===== src/rtl/tc_pkg.sv =====
package tc_pkg;
  typedef enum logic [2:0] {
    ADR_CTRL = 3'd0,
    ADR_TIME = 3'd1,
    ADR_PER  = 3'd2,
    ADR_INC  = 3'd3,
    ADR_CPER = 3'd4
  } tc_addr_e;

  localparam int CB_EN   = 0;
  localparam int CB_PRST = 1;
  localparam int CB_CAP  = 2;
  localparam int CB_EVT  = 7;

  localparam int NOM_LSB = 0;
  localparam int COR_LSB = 8;
endpackage


===== src/rtl/tc_regs.sv =====
module tc_regs
  import tc_pkg::*;
#(
  parameter int W     = 32,
  parameter int STEP_W = 7
) (
  input  logic              clk,
  input  logic              rst_n,
  input  logic              we,
  input  logic [2:0]        addr,
  input  logic [W-1:0]      wdata,
  input  logic [W-1:0]      live_cnt,
  output logic              en,
  output logic              prst,
  output logic              evt_en,
  output logic [W-1:0]      per,
  output logic [STEP_W-1:0] nom,
  output logic [STEP_W-1:0] cor,
  output logic [W-1:0]      cper,
  output logic              cper_wr,
  output logic              load,
  output logic [W-1:0]      load_val,
  output logic [W-1:0]      rdata
);
  logic [W-1:0] cap_q;
  logic         cap_req;

  assign cap_req  = we && (addr == ADR_CTRL) && wdata[CB_CAP];
  assign load     = we && (addr == ADR_TIME);
  assign load_val = wdata;
  assign cper_wr  = we && (addr == ADR_CPER);

  always_ff @(posedge clk or negedge rst_n) begin
    if (!rst_n) begin
      en     <= 1'b0;
      prst   <= 1'b0;
      evt_en <= 1'b0;
      per    <= '0;
      nom    <= '0;
      cor    <= '0;
      cper   <= '0;
      cap_q  <= '0;
    end else begin
      if (cap_req) cap_q <= live_cnt;
      if (we) begin
        unique case (addr)
          ADR_CTRL: begin
            en     <= wdata[CB_EN];
            prst   <= wdata[CB_PRST];
            evt_en <= wdata[CB_EVT];
          end
          ADR_PER:  per <= wdata;
          ADR_INC: begin
            nom <= wdata[NOM_LSB +: STEP_W];
            cor <= wdata[COR_LSB +: STEP_W];
          end
          ADR_CPER: cper <= wdata;
          default: ;
        endcase
      end
    end
  end

  always_comb begin
    rdata = '0;
    unique case (addr)
      ADR_CTRL: begin
        rdata[CB_EN]   = en;
        rdata[CB_PRST] = prst;
        rdata[CB_EVT]  = evt_en;
      end
      ADR_TIME: rdata = cap_q;
      ADR_PER:  rdata = per;
      ADR_INC: begin
        rdata[NOM_LSB +: STEP_W] = nom;
        rdata[COR_LSB +: STEP_W] = cor;
      end
      ADR_CPER: rdata = cper;
      default:  rdata = '0;
    endcase
  end

  // capture holds the counter value from before the same edge
  p_cap_prior_r8: assert property (@(posedge clk) disable iff (!rst_n)
    cap_req |=> cap_q == $past(live_cnt));
endmodule


===== src/rtl/tc_corr_sched.sv =====
module tc_corr_sched #(
  parameter int W = 32
) (
  input  logic         clk,
  input  logic         rst_n,
  input  logic         tick,
  input  logic         restart,
  input  logic [W-1:0] cper,
  output logic         use_corr
);
  logic [W-1:0] cc;

  assign use_corr = (cper != '0) && (cc == cper - 1'b1);

  always_ff @(posedge clk or negedge rst_n) begin
    if (!rst_n)       cc <= '0;
    else if (restart) cc <= '0;
    else if (tick)    cc <= use_corr ? '0 : cc + 1'b1;
  end

  // the clock count never passes the programmed correction period
  p_cnt_bound_r3: assert property (@(posedge clk) disable iff (!rst_n)
    (cper != '0) |-> (cc < cper));
endmodule


===== src/rtl/tc_accum.sv =====
module tc_accum #(
  parameter int W = 32
) (
  input  logic         clk,
  input  logic         rst_n,
  input  logic         tick,
  input  logic         load,
  input  logic [W-1:0] load_val,
  input  logic [W-1:0] step,
  input  logic         prst,
  input  logic [W-1:0] per,
  input  logic         evt_en,
  output logic [W-1:0] cnt,
  output logic         evt
);
  logic [W:0]   sum;
  logic [W:0]   red;
  logic         per_on;
  logic         wrap;
  logic [W-1:0] nxt;

  always_comb begin
    sum    = {1'b0, cnt} + {1'b0, step};
    per_on = prst && (per != '0);
    red    = sum - {1'b0, per};
    wrap   = per_on ? (sum >= {1'b0, per}) : sum[W];
    nxt    = (per_on && wrap) ? red[W-1:0] : sum[W-1:0];
  end

  always_ff @(posedge clk or negedge rst_n) begin
    if (!rst_n) begin
      cnt <= '0;
      evt <= 1'b0;
    end else if (load) begin
      cnt <= load_val;
      evt <= 1'b0;
    end else if (tick) begin
      cnt <= nxt;
      evt <= wrap && evt_en;
    end else begin
      evt <= 1'b0;
    end
  end

  // a load sets the counter to the written value
  p_load_r7: assert property (@(posedge clk) disable iff (!rst_n)
    load |=> cnt == $past(load_val));
  // with no tick and no load the counter holds
  p_hold_r2: assert property (@(posedge clk) disable iff (!rst_n)
    (!tick && !load) |=> $stable(cnt));
endmodule


===== src/rtl/tc_timer.sv =====
module tc_timer
  import tc_pkg::*;
#(
  parameter int W      = 32,
  parameter int STEP_W = 7
) (
  input  logic         clk,
  input  logic         rst_n,
  input  logic         reg_we,
  input  logic [2:0]   reg_addr,
  input  logic [W-1:0] reg_wdata,
  output logic [W-1:0] reg_rdata,
  output logic [W-1:0] time_ns,
  output logic         period_evt
);
  localparam int PADW = W - STEP_W;

  logic              en, prst, evt_en, cper_wr, load, use_corr, tick;
  logic [W-1:0]      per, cper, load_val, step;
  logic [STEP_W-1:0] nom, cor;

  tc_regs #(.W(W), .STEP_W(STEP_W)) u_regs (
    .clk(clk), .rst_n(rst_n), .we(reg_we), .addr(reg_addr), .wdata(reg_wdata),
    .live_cnt(time_ns), .en(en), .prst(prst), .evt_en(evt_en), .per(per),
    .nom(nom), .cor(cor), .cper(cper), .cper_wr(cper_wr), .load(load),
    .load_val(load_val), .rdata(reg_rdata)
  );

  assign tick = en && !load;
  assign step = use_corr ? {{PADW{1'b0}}, cor} : {{PADW{1'b0}}, nom};

  tc_corr_sched #(.W(W)) u_sched (
    .clk(clk), .rst_n(rst_n), .tick(tick), .restart(cper_wr), .cper(cper),
    .use_corr(use_corr)
  );

  tc_accum #(.W(W)) u_acc (
    .clk(clk), .rst_n(rst_n), .tick(tick), .load(load), .load_val(load_val),
    .step(step), .prst(prst), .per(per), .evt_en(evt_en), .cnt(time_ns),
    .evt(period_evt)
  );

  // an event only follows a clock with the event enable set
  p_evt_gate_r6: assert property (@(posedge clk) disable iff (!rst_n)
    period_evt |-> $past(evt_en));
  // P=1 applies the correction step on every ticking clock
  p_corr_every_r3: assert property (@(posedge clk) disable iff (!rst_n)
    (cper == 1 && tick) |-> use_corr);
endmodule


===== config.mk =====
export PLATFORM = sky130hd
export DESIGN_NAME = tc_timer
export DESIGN_NICKNAME = d
export VERILOG_FILES = /design/src/rtl/tc_pkg.sv /design/src/rtl/tc_regs.sv /design/src/rtl/tc_corr_sched.sv /design/src/rtl/tc_accum.sv /design/src/rtl/tc_timer.sv
export SDC_FILE = /design/constraint.sdc
export NUM_CORES = 1
export LEC_CHECK = 0
export BUFFER_PORTS_ARGS = -buffer_cell sky130_fd_sc_hd__buf_2
export CAP_MARGIN = 20
export CORE_MARGIN = 2
export CORE_UTILIZATION = 25
export DETAILED_ROUTE_END_ITERATION = 6
export PLACE_DENSITY = 0.38
export RECOVER_POWER = 50
export SYNTH_ARGS = -nofsm -noshare
export SYNTH_HDL_FRONTEND = slang
export SYNTH_HIERARCHICAL = 1
export SYNTH_SLANG_ARGS = --single-unit

===== constraint.sdc =====
create_clock -name clk -period 18.7 [get_ports clk]
set_input_delay 1.87 -clock clk [delete_from_list [all_inputs] [get_ports clk]]
set_output_delay 1.87 -clock clk [all_outputs]
set_load 0.005 [all_outputs]

==> results.json, run 1 <==
{
  "clk_path_buf_depth": 2,
  "maxSlewHeadroom_pct": -322,
  "cts_buffers": 17,
  "ys_seq_area_share_pct": 32.2,
  "hold_path_class": "reg -> reg",
  "period_needed_ns": 10.21,
  "dp.cells": 2169,
  "status": "finished, violations left",
  "clk_latency_ns": 0.47,
  "cp_data_required_time_ns": 18.33,
  "yosysUniqueCellTypes": 97,
  "stdcell_count": 2204,
  "setup_viol": 0,
  "hold_depth": 1,
  "nNetsFinal": 1592,
  "grt_pass1_wl_mm": 74.8,
  "num_io_pins": 103,
  "wl_per_cell_um": 23.0,
  "cts-root-buf": "clkbuf_16",
  "viasPerCell": 5.15,
  "fin_skew_ns": 0.0170,
  "grt_remaining_overflow": 0,
  "grt_pass1_vias": 11300,
  "postCtsSetupRepairBufs": 0,
  "worst_setup_path_end_kind": "async pin",
  "remaining_drc_errors": 0,
  "htree_levels": 4,
  "cts_hold_buf": 0,
  "hold_viol_final": 0,
  "reg2reg_depth": 31,
  "grt_usage_pct": 17.6,
  "wl_mm": 50.6,
  "critPathArrivalTime_ns": 9.84,
  "final_max_slew_viol_count": 218,
  "fin_setup_tns_ns": 0,
  "first_pass_iters": 5,
  "area_growth_pct": 11.2,
  "synth_seq_cells": 178,
  "drtIter0Drc": 712,
  "antenna_found_initial": 0,
  "die_w_um": 239,
  "dieArea_mm2": 0.0573,
  "max_freq_mhz": 97.9,
  "synthFlopType": "dfrtp_1",
  "io_buffers": 102,
  "async_reset_ff_share_pct": 100,
  "worst_ir_drop_vdd_v": 0.0000676,
  "worstMarginPinSlew_ns": 6.32,
  "fin_ws_ns": 8.49,
  "gp_congestion": 0.878,
  "num_rows": 86,
  "rsz0062_at_grt": "no",
  "violations": "max-capacitance violations, max-slew violations",
  "yosysWarnings": 6,
  "p_leak_nw": 6.48,
  "routed-via-count": 11400,
  "clock-sinks": 178,
  "fillers": 5861,
  "coreArea_mm2": 0.0549,
  "synth_edf_count": 0,
  "seq_area_mm2": 0.00445,
  "dp_hpwl_mm": 38.9,
  "period_share_pct": 54.6,
  "multiInputGateArea_mm2": 0.00868,
  "synth_cells": 1428,
  "synth_area_mm2": 0.0138,
  "pwr_density_cell_mw_per_mm2": 183,
  "fin_util_pct": 28.1,
  "grt_max_degree": 105,
  "die_h_um": 239,
  "layout-drive-gt1-share_pct": 20.3,
  "worstSetupPathType": "in -> async",
  "cap_violations": 3,
  "dp_worst_setup_slack_ns": 9.46,
  "avgSynthCellArea_um2": 9.70,
  "start_util_pct": 25.2,
  "ant_nets": 0,
  "cts_tree": "built",
  "critPathLaunchType": "primary input",
  "cts-resized-gates": 0,
  "clk_pin_slew_worst_paths_ns": 0.07,
  "path_max_fanout": 104
}
worst max-delay path, cell delays in order:
cell      delay, ns
clkbuf_1       4.33
clkbuf_1       0.58
clkbuf_1       2.87
metal layers:
metal	vias up	track usage, %	part of all wire, %
met5	-	0	0
met4	0	4.75	1.8
met3	40	2.11	2.9
met2	213	29.1	47
met1	5696	24.2	48
li1	5407	-	-
power by group:
group	switching (mW)	internal (mW)	total (mW)
combinational	1.00	0.756	1.76
clock	0.179	0.200	0.379
sequential	0.185	0.495	0.680
cell families (layout without fill, tap and decap cells):
family | count (synthesis) | count (layout) | synth area share (%)
AO/OA/AOI/OAI | 382 | 382 | 19.1
AND/OR/NAND/NOR | 349 | 349 | 14.2
flip-flops | 178 | 178 | 32.2
multiplexers | 165 | 165 | 14.0
buffers and inverters | 155 | 202 | 6.02
XOR/XNOR | 130 | 130 | 8.22
adder cells (fa/ha/maj) | 68 | 68 | 6.25
other | 1 | 26 | 0.0271
registers in the layout, summed over array words and instances, names as in the netlist:
signal,cells
u_regs/cor,7
u_sched/cc,32
u_acc/cnt,32
u_regs/cper,32
u_regs/cap_q,32
u_regs/per,32
u_regs/evt_en,1
u_regs/en,1
u_regs/prst,1
u_acc/evt,1
u_regs/nom,7
cells in the mapped netlist, types with 5 or more instances:
master,number,share of area [%]
inv_1,53,1.4
mux2_4,37,4.0
o22ai_1,19,0.86
dfrtp_1,178,32
or3_1,7,0.32
buf_6,9,0.73
or2_2,7,0.32
nor2_1,49,1.3
nand3b_1,5,0.27
a22oi_1,58,3.1
a211oi_2,8,0.72
nand2b_1,10,0.45
nand2_1,89,2.4
nand3_1,22,0.80
ha_1,66,6.0
o31ai_1,13,0.70
a21oi_1,68,2.5
nor4_1,24,1.1
and3_1,15,0.68
mux2i_1,43,3.1
clkbuf_1,40,1.1
nor3_1,32,1.2
mux2_2,83,6.8
a211oi_1,23,1.2
o21ai_0,63,2.3
a31oi_1,9,0.41
o21a_1,7,0.38
xor2_1,59,3.7
o21ai_1,23,0.83
xnor2_1,71,4.5
o21bai_1,5,0.27
nand4_1,27,1.2
o211ai_1,11,0.60
a21o_1,28,1.5
nor2b_1,13,0.59
or4_1,7,0.38
buf_4,36,2.0
buf_2,13,0.47
through the flow:
stage	hold WS, ns	area (µm²)	total power [mW]
2_1_floorplan	0.479	13900	1.94
3_3_place_gp	0.498	14900	2.44
3_5_place_dp	0.502	14900	2.44
4_1_cts	0.522	15400	2.83
5_1_grt	0.539	15400	3.03
6_report	0.524	15400	2.82
final timing paths:
kind                                          to             start  slack (ns)
worst max-delay path             u_regs/cper[16]             rst_n        8.49
worst min-delay path            u_regs/cap_q[21]  u_regs/cap_q[21]        0.52
worst max register to register     u_acc/cnt[28]    u_regs/cper[0]        9.38
worst min register to register  u_regs/cap_q[21]  u_regs/cap_q[21]        0.52
max in group clk                   u_acc/cnt[28]    u_regs/cper[0]        9.38
min in group asynchronous          u_sched/cc[6]             rst_n        3.80
layout make-up:
type                       instances  share of cell area (%)
clock buffer                      19                    2.81
timing repair buffer             117                    3.88
sequential                       178                    28.9
multi-input combinational       1119                    56.4
tap                              704                    5.72
inverter                          53                    1.29
clock inverter                    13                   0.959
antenna                            1                  0.0162
placed cells by master, fill, tap and decap left out, types with 8 or more instances in the layout:
cell       count
a21o_1        28
nor2_1        48
and3_1        15
mux2_2        82
o22ai_1       19
ha_1          66
mux2i_1       43
a211oi_1      23
o211ai_1      11
clkbuf_1      18
o21ai_0       63
xnor2_1       71
a21oi_1       68
a31oi_1        9
a22oi_1       58
nor2b_1       10
o21ai_1       23
o31ai_1       13
nor3_1        32
nand4_1       27
xor2_1        59
nor4_1        24
dfrtp_1      178
inv_1         53
nand3_1       22
nand2_1       89
clkbuf_16     17
mux2_4        37
a211oi_2       8
nand2b_1      10
buf_4         11
conb_1        25
buf_2         88
Note: power is estimated with default switching activity, not from simulation.
==> run 2: changes to the inputs <==
--- a/config.mk
+++ b/config.mk
@@ -10,7 +10,7 @@
 export CORE_MARGIN = 2
 export CORE_UTILIZATION = 25
 export DETAILED_ROUTE_END_ITERATION = 6
-export PLACE_DENSITY = 0.38
+export PLACE_DENSITY = 0.39
 export RECOVER_POWER = 50
 export SYNTH_ARGS = -nofsm -noshare
 export SYNTH_HDL_FRONTEND = slang
==> constraint.sdc (replaced) <==
create_clock -name clk -period 8.2 [get_ports clk]
set_input_delay 0.82 -clock clk [delete_from_list [all_inputs] [get_ports clk]]
set_output_delay 0.82 -clock clk [all_outputs]
set_load 0.005 [all_outputs]
==> run 2 against run 1 <==
Against the previous run:
- the run still ends with max-capacitance violations, max-slew violations left
- flip-flop and latch count unchanged
- count of clock-buffer cells in the layout decreased by 1
- setup slack got worse by 8.1 ns
- global-route usage increased by 0.11 points
- combinational power increased to 2.5 times the previous value
- die area unchanged
- worst hold slack got worse by 0.0062 ns
- first-iteration DRC count increased by 1.7%
- clock skew increased by 0.00094 ns
- largest cell class unchanged
- highest routed layer unchanged
==> results.json, run 2 (synthesis results as in run 1) <==
{
  "status": "finished, violations left",
  "violations": "max-capacitance violations, max-slew violations",
  "layout-drive-gt1-share_pct": 25.2,
  "seqPwrFrac_pct": 22.1,
  "clk_path_buf_depth": 2,
  "cts-root-buf": "clkbuf_16",
  "num_rows": 86,
  "area_growth_pct": 16.6,
  "path_max_fanout": 6,
  "fin_util_pct": 29.4,
  "final_cell_mix": "178 x dfrtp_1, 91 x buf_2, 89 x nand2_1",
  "pwr_density_cell_mw_per_mm2": 424,
  "critPathLaunchType": "flop",
  "worstSetupPathType": "reg -> reg",
  "viasPerCell": 5.12,
  "grt_pass1_vias": 11400,
  "path_buf_inv": 2,
  "antenna_found_initial": 2,
  "worstSetupEndpoint": "u_acc/cnt[9]",
  "mostFrequentLayoutCell": "dfrtp_1",
  "clk_pin_slew_worst_paths_ns": 0.08,
  "remaining_drc_errors": 0,
  "dp_hpwl_mm": 39.5,
  "r2r-start": "u_regs/cper[24]",
  "reg2reg_to": "u_acc/cnt[9]",
  "worst_setup_path_end_kind": "flop",
  "max_freq_mhz": 127,
  "cp_slowest_cell": "or4_2",
  "grt_pass1_wl_mm": 75.7,
  "grt_usage_pct": 17.7,
  "clock-sinks": 178,
  "io_buffers": 102,
  "hold_path_class": "reg -> reg",
  "cp.depth": 30,
  "wl_mm": 50.5,
  "fin_ws_ns": 0.354,
  "setup_viol": 0,
  "clkPwrFrac_pct": 12.5,
  "num_io_pins": 103,
  "first_pass_iters": 4,
  "coreArea_mm2": 0.0549,
  "cp-startpoint": "u_regs/cper[24]",
  "period_share_pct": 95.7,
  "start_util_pct": 25.2,
  "period_needed_ns": 7.85,
  "grt_max_degree": 72,
  "sw_frac_of_total_pct": 47.7,
  "critPathArrivalTime_ns": 8.17,
  "gp_congestion": 0.875,
  "routed-via-count": 11600,
  "wl_per_cell_um": 22.2,
  "grt_remaining_overflow": 0,
  "maxSlewHeadroom_pct": -160,
  "critPathTopFamily": "simple AND/OR/NAND/NOR gates",
  "htree_levels": 4,
  "cp_data_required_time_ns": 8.52,
  "drtIter0Drc": 724,
  "dp_worst_setup_slack_ns": -0.407,
  "p_int_mw": 3.58,
  "die_w_um": 239,
  "die_h_um": 239,
  "worstMarginPinSlew_ns": 3.91,
  "slowest_delay_ns": 0.72,
  "hold_viol_final": 0,
  "cts_hold_buf": 0,
  "r2r_slack_ns": 0.35,
  "worst_ir_drop_vdd_v": 0.000161,
  "cts_tree": "built",
  "p_leak_nw": 6.87,
  "fillers": 5874,
  "cap_violations": 4,
  "dieArea_mm2": 0.0573,
  "n_antenna_cell": 0,
  "nNetsFinal": 1659,
  "clk_latency_ns": 0.47,
  "p_switching_mw": 3.26,
  "reg2reg_depth": 30,
  "p_comb_share_pct": 65.4,
  "fin_setup_tns_ns": 0,
  "final_max_slew_viol_count": 229,
  "fin_skew_ns": 0.0179,
  "cts_buffers": 17,
  "ant_nets": 0,
  "holdWs_ns": 0.517
}
[run 2: cell types whose count changed in the layout (fill, tap and decap cells not counted), sizes merged]
cell,previous run,this run
diode,1,0
buf,101,167
bufinv,2,0
clkbuf,35,34
clkinvlp,0,1
nor2,50,51
clkinv,5,7
[run 2: metal layers]
metal | share of wire, % | vias up | track usage [%]
met5 | 0 | - | 0
met4 | 1.6 | 0 | 4.72
met3 | 3.2 | 34 | 1.61
met2 | 49 | 206 | 30.0
met1 | 46 | 5847 | 24.1
li1 | - | 5532 | -
[run 2: power by group through the flow]
stage          combinational (mW)  sequential [mW]  clock, mW
3_3_place_gp                 4.17             1.53          0
3_5_place_dp                 4.17             1.53          0
6_report                     4.47             1.51      0.858
4_1_cts                      4.27             1.51      0.880
2_1_floorplan                3.07             1.34          0
5_1_grt                      4.89             1.55      0.911
[run 2: cell type report]
cell class / instances / area (µm²) / share of cell area, %
clock inverters: 14 / 169 / 1.05
multi-input cells: 1120 / 8810 / 54.6
flip-flops and latches: 178 / 4450 / 27.6
repair buffers: 183 / 1190 / 7.37
well taps: 704 / 881 / 5.46
clock buffers: 18 / 439 / 2.72
inverters: 53 / 199 / 1.23
[run 2: through the flow]
stage / total power, mW / instances / instance area [µm²]
detailed placement: 5.70 / 2226 / 15300
floorplan: 4.42 / 1452 / 13900
finish: 6.84 / 2270 / 16100
CTS: 6.66 / 2261 / 16000
global route: 7.34 / 2270 / 16100
global placement: 5.69 / 2225 / 15300
[run 2: worst min-delay path by stage]
stage | from | end | slack, ns | cells after the start
after floorplan | u_regs/cap_q[0] | u_regs/cap_q[0] | 0.48 | 1
after global placement | u_regs/cap_q[31] | u_regs/cap_q[31] | 0.49 | 1
after detailed placement | u_regs/cap_q[27] | u_regs/cap_q[27] | 0.50 | 1
after CTS | rst_n | u_regs/cap_q[7] | 0.31 | 1
after global routing | u_regs/cap_q[27] | u_regs/cap_q[27] | 0.53 | 1
final | u_regs/cap_q[31] | u_regs/cap_q[31] | 0.52 | 1
[run 2: timing repair]
action                                  CTS  global route
gates cloned                              1             1
setup buffers                             2             8
endpoints found under the setup margin   33            33
pin swaps                                 2            21
resized for setup                         3            24
